### src/rtl/wuf_pkg.sv
// Package: shared constants and types for the wake-up event flag unit.
// Assumes a fixed set of three event sources at fixed flag positions.
package wuf_pkg;

    localparam int NUM_EV   = 3;
    localparam int IDX_PROG = 0;
    localparam int IDX_SW   = 1;
    localparam int IDX_CMP  = 2;

    localparam logic [3:0] OFS_FLAGS = 4'h0;
    localparam logic [3:0] OFS_CLEAR = 4'h4;

    typedef enum logic [1:0] {
        SRC_IO    = 2'b00,
        SRC_CMP   = 2'b01,
        SRC_OTHER = 2'b10,
        SRC_RSVD  = 2'b11
    } prog_src_e;

endpackage

### src/rtl/wuf_regif.sv
// Register port: decodes reads and writes, and holds the clear bits.
// Assumes single-cycle accesses. Reads are combinational from current state.
module wuf_regif
    import wuf_pkg::*;
#(
    parameter int ADDR_W = 4,
    parameter int DATA_W = 32
) (
    input  logic              clk,
    input  logic              rst_n,
    input  logic              bus_sel_i,
    input  logic              bus_wr_i,
    input  logic [ADDR_W-1:0] bus_addr_i,
    input  logic [DATA_W-1:0] bus_wdata_i,
    input  logic [NUM_EV-1:0] flags_i,
    output logic [NUM_EV-1:0] clr_o,
    output logic [DATA_W-1:0] bus_rdata_o
);

    localparam logic [ADDR_W-1:0] A_FLAGS = ADDR_W'(OFS_FLAGS);
    localparam logic [ADDR_W-1:0] A_CLEAR = ADDR_W'(OFS_CLEAR);

    logic              wr_clear;
    logic              rd_en;
    logic [NUM_EV-1:0] clr_q;

    // Write strobe for the clear register. The flags register ignores writes.
    always_comb begin
        wr_clear = bus_sel_i && bus_wr_i && (bus_addr_i == A_CLEAR);
        rd_en    = bus_sel_i && !bus_wr_i;
    end

    // Clear-bit storage. Only the low bits of the write data are kept.
    always_ff @(posedge clk) begin
        if (!rst_n)
            clr_q <= '0;
        else if (wr_clear)
            clr_q <= bus_wdata_i[NUM_EV-1:0];
    end

    // Read mux. Upper bits and unmapped offsets return zero.
    always_comb begin
        bus_rdata_o = '0;
        if (rd_en) begin
            if (bus_addr_i == A_FLAGS)
                bus_rdata_o[NUM_EV-1:0] = flags_i;
            else if (bus_addr_i == A_CLEAR)
                bus_rdata_o[NUM_EV-1:0] = clr_q;
        end
    end

    assign clr_o = clr_q;

endmodule

### src/rtl/wuf_sync.sv
// Multi-stage synchronizer for a vector of level signals.
// Assumes the inputs are levels that stay stable for longer than STAGES cycles.
module wuf_sync #(
    parameter int WIDTH  = 3,
    parameter int STAGES = 2
) (
    input  logic             clk,
    input  logic             rst_n,
    input  logic [WIDTH-1:0] d_i,
    output logic [WIDTH-1:0] q_o
);

    logic [STAGES-1:0][WIDTH-1:0] stage_q;

    genvar s;
    generate
        for (s = 0; s < STAGES; s++) begin : g_stage
            if (s == 0) begin : g_first
                // First stage captures the raw level.
                always_ff @(posedge clk) begin
                    if (!rst_n) stage_q[0] <= '0;
                    else        stage_q[0] <= d_i;
                end
            end else begin : g_next
                // Later stages pass the value along.
                always_ff @(posedge clk) begin
                    if (!rst_n) stage_q[s] <= '0;
                    else        stage_q[s] <= stage_q[s-1];
                end
            end
        end
    endgenerate

    assign q_o = stage_q[STAGES-1];

endmodule

### src/rtl/wuf_flag_bank.sv
// Sticky flag bank: each flag sets on its event and drops under its effective clear.
// Routes the clears to the programmable flag according to its source type.
// Assumes the clears are already synchronized. A clear has priority over an event.
module wuf_flag_bank
    import wuf_pkg::*;
(
    input  logic              clk,
    input  logic              rst_n,
    input  logic [NUM_EV-1:0] ev_i,
    input  logic [NUM_EV-1:0] clr_sync_i,
    input  logic [1:0]        prog_src_i,
    output logic [NUM_EV-1:0] flags_o
);

    logic [NUM_EV-1:0] eff_clr;
    prog_src_e         src;

    // Per-flag effective clear, with the source routing for the programmable flag.
    always_comb begin
        src               = prog_src_e'(prog_src_i);
        eff_clr           = '0;
        eff_clr[IDX_SW]   = clr_sync_i[IDX_SW];
        eff_clr[IDX_CMP]  = clr_sync_i[IDX_CMP];
        eff_clr[IDX_PROG] = (clr_sync_i[IDX_PROG] && (src == SRC_IO)) ||
                            (clr_sync_i[IDX_CMP]  && (src == SRC_CMP));
    end

    genvar i;
    generate
        for (i = 0; i < NUM_EV; i++) begin : g_flag
            // One sticky flag: the clear wins, otherwise an event sets it.
            always_ff @(posedge clk) begin
                if (!rst_n)          flags_o[i] <= 1'b0;
                else if (eff_clr[i]) flags_o[i] <= 1'b0;
                else if (ev_i[i])    flags_o[i] <= 1'b1;
            end
        end
    endgenerate

endmodule

### src/rtl/wuf_top.sv
// Top level of the wake-up event flag unit: register port, clear synchronizer, flag bank.
// Assumes the event inputs are already in this clock domain.
module wuf_top
    import wuf_pkg::*;
#(
    parameter int ADDR_W      = 4,
    parameter int DATA_W      = 32,
    parameter int SYNC_STAGES = 2
) (
    input  logic              clk,
    input  logic              rst_n,
    input  logic              ev_cmp_i,
    input  logic              ev_sw_i,
    input  logic              ev_prog_i,
    input  logic [1:0]        prog_src_i,
    input  logic              bus_sel_i,
    input  logic              bus_wr_i,
    input  logic [ADDR_W-1:0] bus_addr_i,
    input  logic [DATA_W-1:0] bus_wdata_i,
    output logic [DATA_W-1:0] bus_rdata_o,
    output logic              wake_o
);

    logic [NUM_EV-1:0] flag_q;
    logic [NUM_EV-1:0] clr_q;
    logic [NUM_EV-1:0] clr_sync;
    logic [NUM_EV-1:0] ev_vec;

    // Place the event inputs at their fixed flag positions.
    always_comb begin
        ev_vec           = '0;
        ev_vec[IDX_PROG] = ev_prog_i;
        ev_vec[IDX_SW]   = ev_sw_i;
        ev_vec[IDX_CMP]  = ev_cmp_i;
    end

    wuf_regif #(.ADDR_W(ADDR_W), .DATA_W(DATA_W)) u_regif (
        .clk         (clk),
        .rst_n       (rst_n),
        .bus_sel_i   (bus_sel_i),
        .bus_wr_i    (bus_wr_i),
        .bus_addr_i  (bus_addr_i),
        .bus_wdata_i (bus_wdata_i),
        .flags_i     (flag_q),
        .clr_o       (clr_q),
        .bus_rdata_o (bus_rdata_o)
    );

    wuf_sync #(.WIDTH(NUM_EV), .STAGES(SYNC_STAGES)) u_sync (
        .clk   (clk),
        .rst_n (rst_n),
        .d_i   (clr_q),
        .q_o   (clr_sync)
    );

    wuf_flag_bank u_flags (
        .clk        (clk),
        .rst_n      (rst_n),
        .ev_i       (ev_vec),
        .clr_sync_i (clr_sync),
        .prog_src_i (prog_src_i),
        .flags_o    (flag_q)
    );

    // Wake-up request whenever any flag is pending.
    assign wake_o = |flag_q;

endmodule

### config.mk
export PLATFORM = sky130hd
export DESIGN_NAME = wuf_top
export DESIGN_NICKNAME = d
export VERILOG_FILES = /design/src/rtl/wuf_pkg.sv /design/src/rtl/wuf_regif.sv /design/src/rtl/wuf_sync.sv /design/src/rtl/wuf_flag_bank.sv /design/src/rtl/wuf_top.sv
export SDC_FILE = /design/constraint.sdc
export NUM_CORES = 1
export LEC_CHECK = 0
export ABC_AREA = 1
export CORE_ASPECT_RATIO = 0.9
export CORE_MARGIN = 8
export CORE_UTILIZATION = 40
export CTS_BUF_LIST = sky130_fd_sc_hd__clkbuf_8
export DETAILED_ROUTE_END_ITERATION = 8
export DONT_BUFFER_PORTS = 1
export PLACE_DENSITY = 0.51
export SETUP_SLACK_MARGIN = 0.15
export SLEW_MARGIN = 20
export SYNTH_ARGS = -nofsm -noshare
export SYNTH_HDL_FRONTEND = slang
export SYNTH_SLANG_ARGS = --single-unit
export TNS_END_PERCENT = 5
### constraint.sdc
create_clock -name clk -period 2.2 [get_ports clk]
set_input_delay 0.66 -clock clk [delete_from_list [all_inputs] [get_ports clk]]
set_output_delay 0.66 -clock clk [all_outputs]
set_load 0.05 [all_outputs]
**Word level (Yosys, flattened, before mapping)**

Cells that the tools add are included.

- Register bits after elaboration: 12
- Bits in latches: 0
- RAM bits: 0
- Memory bits (read-only): 0
- Output and inout bits: 33
- Word-level logic and storage cells: 25
- Memories kept: 0

- Add/sub/neg operators: 0
- Multipliers: 0
- Div/mod/pow operators: 0
- Order comparisons: 0
- Equal/unequal tests: 2
- Shift operators: 0
- Multiplexer cells: 3
- Bitwise operators: 1
- Reductions and logical operators: 13

Operator list:

| cell | number |
|---|---|
| 3-bit 2-to-1 mux | 3 |
| 2-bit OR reduction | 3 |
| 1-bit logical AND | 5 |
| 4-bit by 3-bit equality test with 1-bit output (second input constant) | 1 |
| 4-bit logical NOT | 1 |
| 3-bit OR reduction | 1 |
| 2-bit by 1-bit equality test with 1-bit output (second input constant) | 1 |
| 2-bit logical NOT | 1 |
| 1-bit logical NOT | 1 |
| 1-bit logical OR | 1 |
| 1-bit inverter | 1 |

**Longest topological paths before layout**

Gate-level depths: netlist of the first run.

- Depth in word-level cells: 4
- Mapped depth: 6
- Mapped depth without buffers: 6

**Cells and area by module**

A second synthesis of the first run with hierarchy kept.

- Cell total of the unflattened synthesis: 111
- Area, all modules: 798.3 um^2

By module, submodules not included:

| module | instances | cells each | area each (um^2) |
|---|---|---|---|
| wuf_regif | 1 | 72 | 471.7 |
| wuf_sync | 1 | 21 | 187.7 |
| wuf_flag_bank | 1 | 15 | 127.6 |
| wuf_top | 1 | 3 | 11.3 |

**Worst setup path after synthesis of the first run**

Ideal clock, no wire load.

- Kind: input -> output
- Start: input bus_addr_i[1]
- End: output bus_rdata_o[0]
- Arrival: 1.730 ns
- Path slack: -0.190 ns
- Stages: 3
- Buffers on the path: 0
- Path through: nor2_4 nand3_1 a21oi_1

- Cells in the longest elaborated chain, start to end: 4
- Elaborated cells between the ends (all ways): 5
- Classes of those cells: eq/ne (1); mux (3); reduce/logical (1)

RTL lines:

| element | line | RTL |
|---|---|---|
| from (decl) | wuf_top.sv:18 | `input logic [ADDR_W-1:0] bus_addr_i,` |
| 4-bit by 3-bit equality test with 1-bit output | wuf_regif.sv:47 | `else if (bus_addr_i == A_CLEAR)` |
| 3-bit 2-to-1 mux | wuf_regif.sv:47 |  |
| 3-bit 2-to-1 mux (*) | wuf_regif.sv:45 | `if (bus_addr_i == A_FLAGS)` |
| 3-bit 2-to-1 mux (*) | wuf_regif.sv:44 | `if (rd_en) begin` |
| to (decl) | wuf_top.sv:20 | `output logic [DATA_W-1:0] bus_rdata_o,` |

Mark *: on every way between the ends. The rest lies on a longest branch, timed or not.

**Worst setup path after layout of the first run**

- Start: input bus_addr_i[2]
- End: output bus_rdata_o[0]

The elaborated chain is that of the path after synthesis.

==> results of run 1 <==
==> what timing repair did <==
item                                    4_1_cts  5_1_grt
setup buffers                                 1        0
endpoints found under the setup margin        2        3
pin swaps                                     1        0
==> power groups by stage <==
stage          clock network [uW]  logic, uW  registers (uW)
6_report                      192        145             228
5_1_grt                       211        153             228
4_1_cts                       198        143             228
3_5_place_dp                    0        142             232
3_3_place_gp                    0        141             232
2_1_floorplan                   0        180             230
==> final timing paths <==
path / slack [ns] / start / endpoint / cells past startpoint
min: 0.38 / u_sync.q_o[1] / u_flags.flags_o[1] / 1
max: 0.19 / bus_addr_i[2] / bus_rdata_o[0] / 5
min reg2reg: 0.38 / u_sync.q_o[1] / u_flags.flags_o[1] / 1
max reg2reg: 1.48 / u_sync.q_o[2] / u_flags.flags_o[0] / 3
==> flip-flops by register name, indices dropped and copies added (netlist names) <==
| name | cells |
|---|---|
| u_flags.flags_o | 3 |
| u_regif.clr_o | 3 |
| u_sync.q_o | 3 |
| u_sync.stage_q | 3 |
==> layer usage <==
layer | share of wire, % | vias to the layer above | GRT usage (%)
met5 | 0 | - | 0
met4 | 0.79 | 0 | 5.84
met3 | 12 | 3 | 3.59
met2 | 53 | 26 | 14.0
met1 | 34 | 223 | 7.44
li1 | - | 269 | -
==> through the flow <==
step / instances / setup slack (ns) / area, sq um / power (uW)
floorplan: 133 / 0.0686 / 877 / 410
global placement: 131 / 0.150 / 746 / 373
detailed placement: 131 / 0.143 / 746 / 374
CTS: 135 / 0.192 / 795 / 569
global route: 135 / 0.119 / 795 / 592
finish: 135 / 0.194 / 795 / 565
==> cells by family (layout without fill, tap and decap cells) <==
| group | count (synthesis) | in the layout | share of synthesized area, % |
|---|---|---|---|
| buffers and inverters | 51 | 28 | 40.0 |
| and+or+nand+nor | 36 | 36 | 23.9 |
| DFF | 12 | 12 | 31.9 |
| AOI/OAI and AO/OA | 5 | 5 | 3.65 |
| other | 1 | 29 | 0.498 |
==> layout make-up <==
class	instances	area share, %
timing repair buffer	4	8.50
clock buffer	3	5.20
sequential	12	30.2
inverter	21	9.92
tap	25	3.94
multi-input combinational	70	42.2
==> cells in the mapped netlist (all sizes together) <==
| cell type | number | share of area, % |
|---|---|---|
| a211oi | 1 | 1.0 |
| a21oi | 3 | 2.0 |
| buf | 30 | 30 |
| conb | 1 | 0.50 |
| dfxtp | 12 | 32 |
| inv | 21 | 10 |
| nand2 | 14 | 7.0 |
| nand3 | 4 | 3.3 |
| nand4 | 6 | 5.0 |
| nor2 | 9 | 6.5 |
| nor3 | 2 | 1.3 |
| o21ai | 1 | 0.66 |
| or3 | 1 | 0.83 |
==> cell usage in the layout (no fill, tap or decap), types with 2 or more instances in the layout <==
cell type / count
conb_1: 29
inv_1: 20
nand2_1: 14
dfxtp_1: 12
nor2_1: 7
nand4_1: 6
nand3_1: 3
clkbuf_8: 3
buf_12: 3
nor2_4: 2
a21oi_2: 2
nor3_1: 2
==> worst max-delay path: stages <==
cell and delay (ns):
inv_2 0.04, nor2_4 0.16, nand3_1 0.15, a21oi_4 0.19, buf_12 0.15
==> run metrics, run 1 <==
status=complete, no violations; maximum clock path buffer count=2; hold slack=0.384 ns; Psw=approximately 210 uW; CP Class=input port to primary output; CTS Hold Bufs=0; setup TNS=0 ns; clk_lat worst skew=~0.23 ns; Die Area=around 0.0035 sq mm; Pins Over Slew Limit=0; pin count of the biggest net entering global routing=12; # setup viols final=0; Routed WL=1380 um; # DRC=0; Multi-input gate area=~340 sq um; starting density of the core=41.0%; routed len/inst=10.3 um; Int Pwr=355 uW; register clock-pin slew on the reported worst setup and hold paths=around 0.050 ns; clock sink count=12; Seq cells post-synth=12; port buffer count=0; Max Clock Freq=roughly 500 MHz; Worst setup EP type=primary output; Pwr Density=roughly 700 mW/mm^2; Layout area overhead=5.48%; clock skew=0.00241 ns; Mapped Cells=105; fin util=43.2%; row cnt=15; critical path fanouts, max=7; Avg Vias per Cell=between 3 and 4; Final ANT Viol Nets=0; hpwl dp=between 1000 and 1500 um; minimum clock period=around 2 ns; Sw Share=approximately 37%; GP Congestion=between 0.7 and 0.8; Reg area=240 sq um; Core ar.=0.00184 sq mm; Unique masters post-synth=17; total gr overflow=0; H-tree levels=1; Hold Crit Class=flop to flop; Detailed Route Iter0 Violations=7; RSZ-0062 raised after global routing=yes; number of global-route vias before repair=about 500; ratio of cells with drive above 1 in the final layout=12.7%; Num CTS Buffers=3; sequential share of the synthesized area=a little under a third; drt pass-1 iters=4; Clock Power Share=34.0%; final period utilization=roughly nine tenths; Total Nets Final=157; clock tree from TritonCTS=yes; Final Hold Fails=0; FILL cells=around 210; WP data arrival=around 1.4 ns; initial antenna violation count=0; Die W=around 62 um; Synth Cell Area=753 sq um; maximum VDD drop=around 0.36 mV; CP required=1.54 ns; die height=about 57 um; synthesized area per cell=7.17 sq um; GRT Overall Usage=8.25%; post-CTS sizing=0; vias=about 520; # IOs=between 70 and 80; combinational cell fraction of total power=around 26%; total of max-cap violations=0; clock root buffer=clkbuf_8; Worst setup SP type=input port; Reg power frac=between 40% and 50%; Warnings, synthesis=0; first-pass GRT wire length=roughly 2200 um; Leak Pwr=approximately 0.00042 uW; ANT cells=0
(Power assumes the default switching activity.)
==> inputs of run 2 (changes only) <==
--- a/config.mk
+++ b/config.mk
@@ -8,11 +8,10 @@
 export ABC_AREA = 1
 export CORE_ASPECT_RATIO = 0.9
 export CORE_MARGIN = 8
-export CORE_UTILIZATION = 40
-export CTS_BUF_LIST = sky130_fd_sc_hd__clkbuf_8
+export CORE_UTILIZATION = 45
 export DETAILED_ROUTE_END_ITERATION = 8
 export DONT_BUFFER_PORTS = 1
-export PLACE_DENSITY = 0.51
+export PLACE_DENSITY = 0.57
 export SETUP_SLACK_MARGIN = 0.15
 export SLEW_MARGIN = 20
 export SYNTH_ARGS = -nofsm -noshare
==> run 2 against run 1 <==
  * Sequential share of layout area rose by 0.24 points
  * Non-clock buffer count unchanged
  * Fmax rose by 0.19%
  * Largest cell class unchanged
  * Die area decreased by 8.2%
==> run metrics, run 2 (synthesis gave the netlist of run 1 again) <==
# DRC=0; clock root buffer=clkbuf_4; most common cell after layout, fill and taps aside=conb_1; Detailed Route Iter0 Violations=6; Final Hold Fails=0; Worst setup SP type=input port; GP Congestion=0.651; clock tree from TritonCTS=yes; Hold Crit Class=flop to flop; register clock-pin slew on the reported worst setup and hold paths=roughly 0.070 ns; # IOs=78; row cnt=14; port buffer count=0; Pwr Density=691 mW/mm^2; GRT Overall Usage=about 7.9%; critical path fanouts, max=7; minimum clock period=between 2 and 2.5 ns; Total Nets Final=around 160; starting density of the core=between 40 and 50%; maximum clock path buffer count=2; Avg Vias per Cell=between 3 and 4; Pins Over Slew Limit=0; total of max-cap violations=0; RSZ-0062 raised after global routing=yes; ratio of cells with drive above 1 in the final layout=between 10% and 20%; CP Class=input port to primary output; Layout area overhead=4.65%; clk_lat worst skew=0.27 ns; clock sink count=12; CP required=1.54 ns; number of global-route vias before repair=450; Leak Pwr=0.000422 uW; first-pass GRT wire length=about 1900 um; pin count of the biggest net entering global routing=12; Routed WL=between 1000 and 1500 um; total power draw=roughly 540 uW; # setup viols final=0; Die W=roughly 60 um; hpwl dp=between 1000 and 1500 um; reg2reg setup slack=1.47 ns; initial antenna violation count=0; setup TNS=0 ns; Num CTS Buffers=3; drt pass-1 iters=2; status=complete, no violations; maximum VDD drop=~0.46 mV; H-tree levels=1; Max Clock Freq=500 MHz; Final ANT Viol Nets=0; vias=522; Worst setup EP type=primary output; total gr overflow=0; routed len/inst=10.3 um; final period utilization=between 90% and 100%; Die Area=~0.0032 sq mm; WP data arrival=roughly 1.3 ns; die height=54.8 um; most frequent cells in the layout=conb_1 (29), inv_1 (20), nand2_1 (14), dfxtp_1 (12), nor2_1 (7); ANT cells=0; clock skew=0.00221 ns; Core ar.=roughly 0.0016 sq mm
==> run 2: cell count changes in the layout (fill, tap and decap cells not counted) <==
| cell | change |
|---|---|
| clkbuf_4 | +3 |
| clkbuf_8 | -2 |
==> run 2: worst paths after layout <==
path,from,endpoint,cells after the start
setup reg to reg,u_sync.q_o[2],u_flags.flags_o[0],3
setup / recovery,bus_addr_i[2],bus_rdata_o[0],5
hold / removal,u_sync.q_o[1],u_flags.flags_o[1],1
hold reg to reg,u_sync.q_o[1],u_flags.flags_o[1],1
==> run 2: per-layer routing <==
| metal | vias to the layer above | global-route usage [%] | routed length (um) |
|---|---|---|---|
| li1 | 272 | - | - |
| met4 | 0 | 0 | 0 |
| met1 | 224 | 8.56 | 462 |
| met2 | 26 | 13.0 | 699 |
| met5 | - | 0 | 0 |
| met3 | 0 | 5.87 | 222 |
==> run 2: area by class of cell <==
| cell class | count | area, sq um |
|---|---|---|
| fill | 186 | 841 |
| timing repair buffer | 4 | 67.6 |
| multi-input combinational | 70 | 335 |
| tap | 24 | 30.0 |
| inverter | 21 | 78.8 |
| clock buffer | 4 | 36.3 |
| sequential | 12 | 240 |
==> run 2: metrics by stage <==
step / util [%] / setup WS [ns] / hold WS, ns / std cells / area, sq um
after floorplan: - / 0.0686 / 0.373 / 133 / 877
after global placement: 45.7 / 0.148 / 0.376 / 130 / 744
after detailed placement: 45.7 / 0.143 / 0.389 / 130 / 744
after CTS: 48.4 / 0.186 / 0.399 / 135 / 788
after global routing: 48.4 / 0.130 / 0.435 / 135 / 788
final: 48.4 / 0.198 / 0.395 / 135 / 788
==> run 2: power by group <==
group,total [uW],switching [uW],leakage [uW],internal [uW]
clock network,172,71.8,0.0000210,101
logic,146,134,0.000303,11.7
registers,226,3.85,0.0000977,223
==> run 2: critical path: stages <==
cell     delay (ns)
inv_2          0.04
nor2_4         0.16
nand3_1        0.15
a21oi_4        0.19
buf_12         0.15
==> run 2: timing repair <==
item / in CTS / in global routing
setup endpoints to repair: 2 / 3
gates resized for setup: 0 / 0
gates cloned: 0 / 0
hold buffers: 0 / 0
pin swaps: 2 / 0
buffers inserted: 1 / 0
endpoints found under the hold margin: 0 / 0
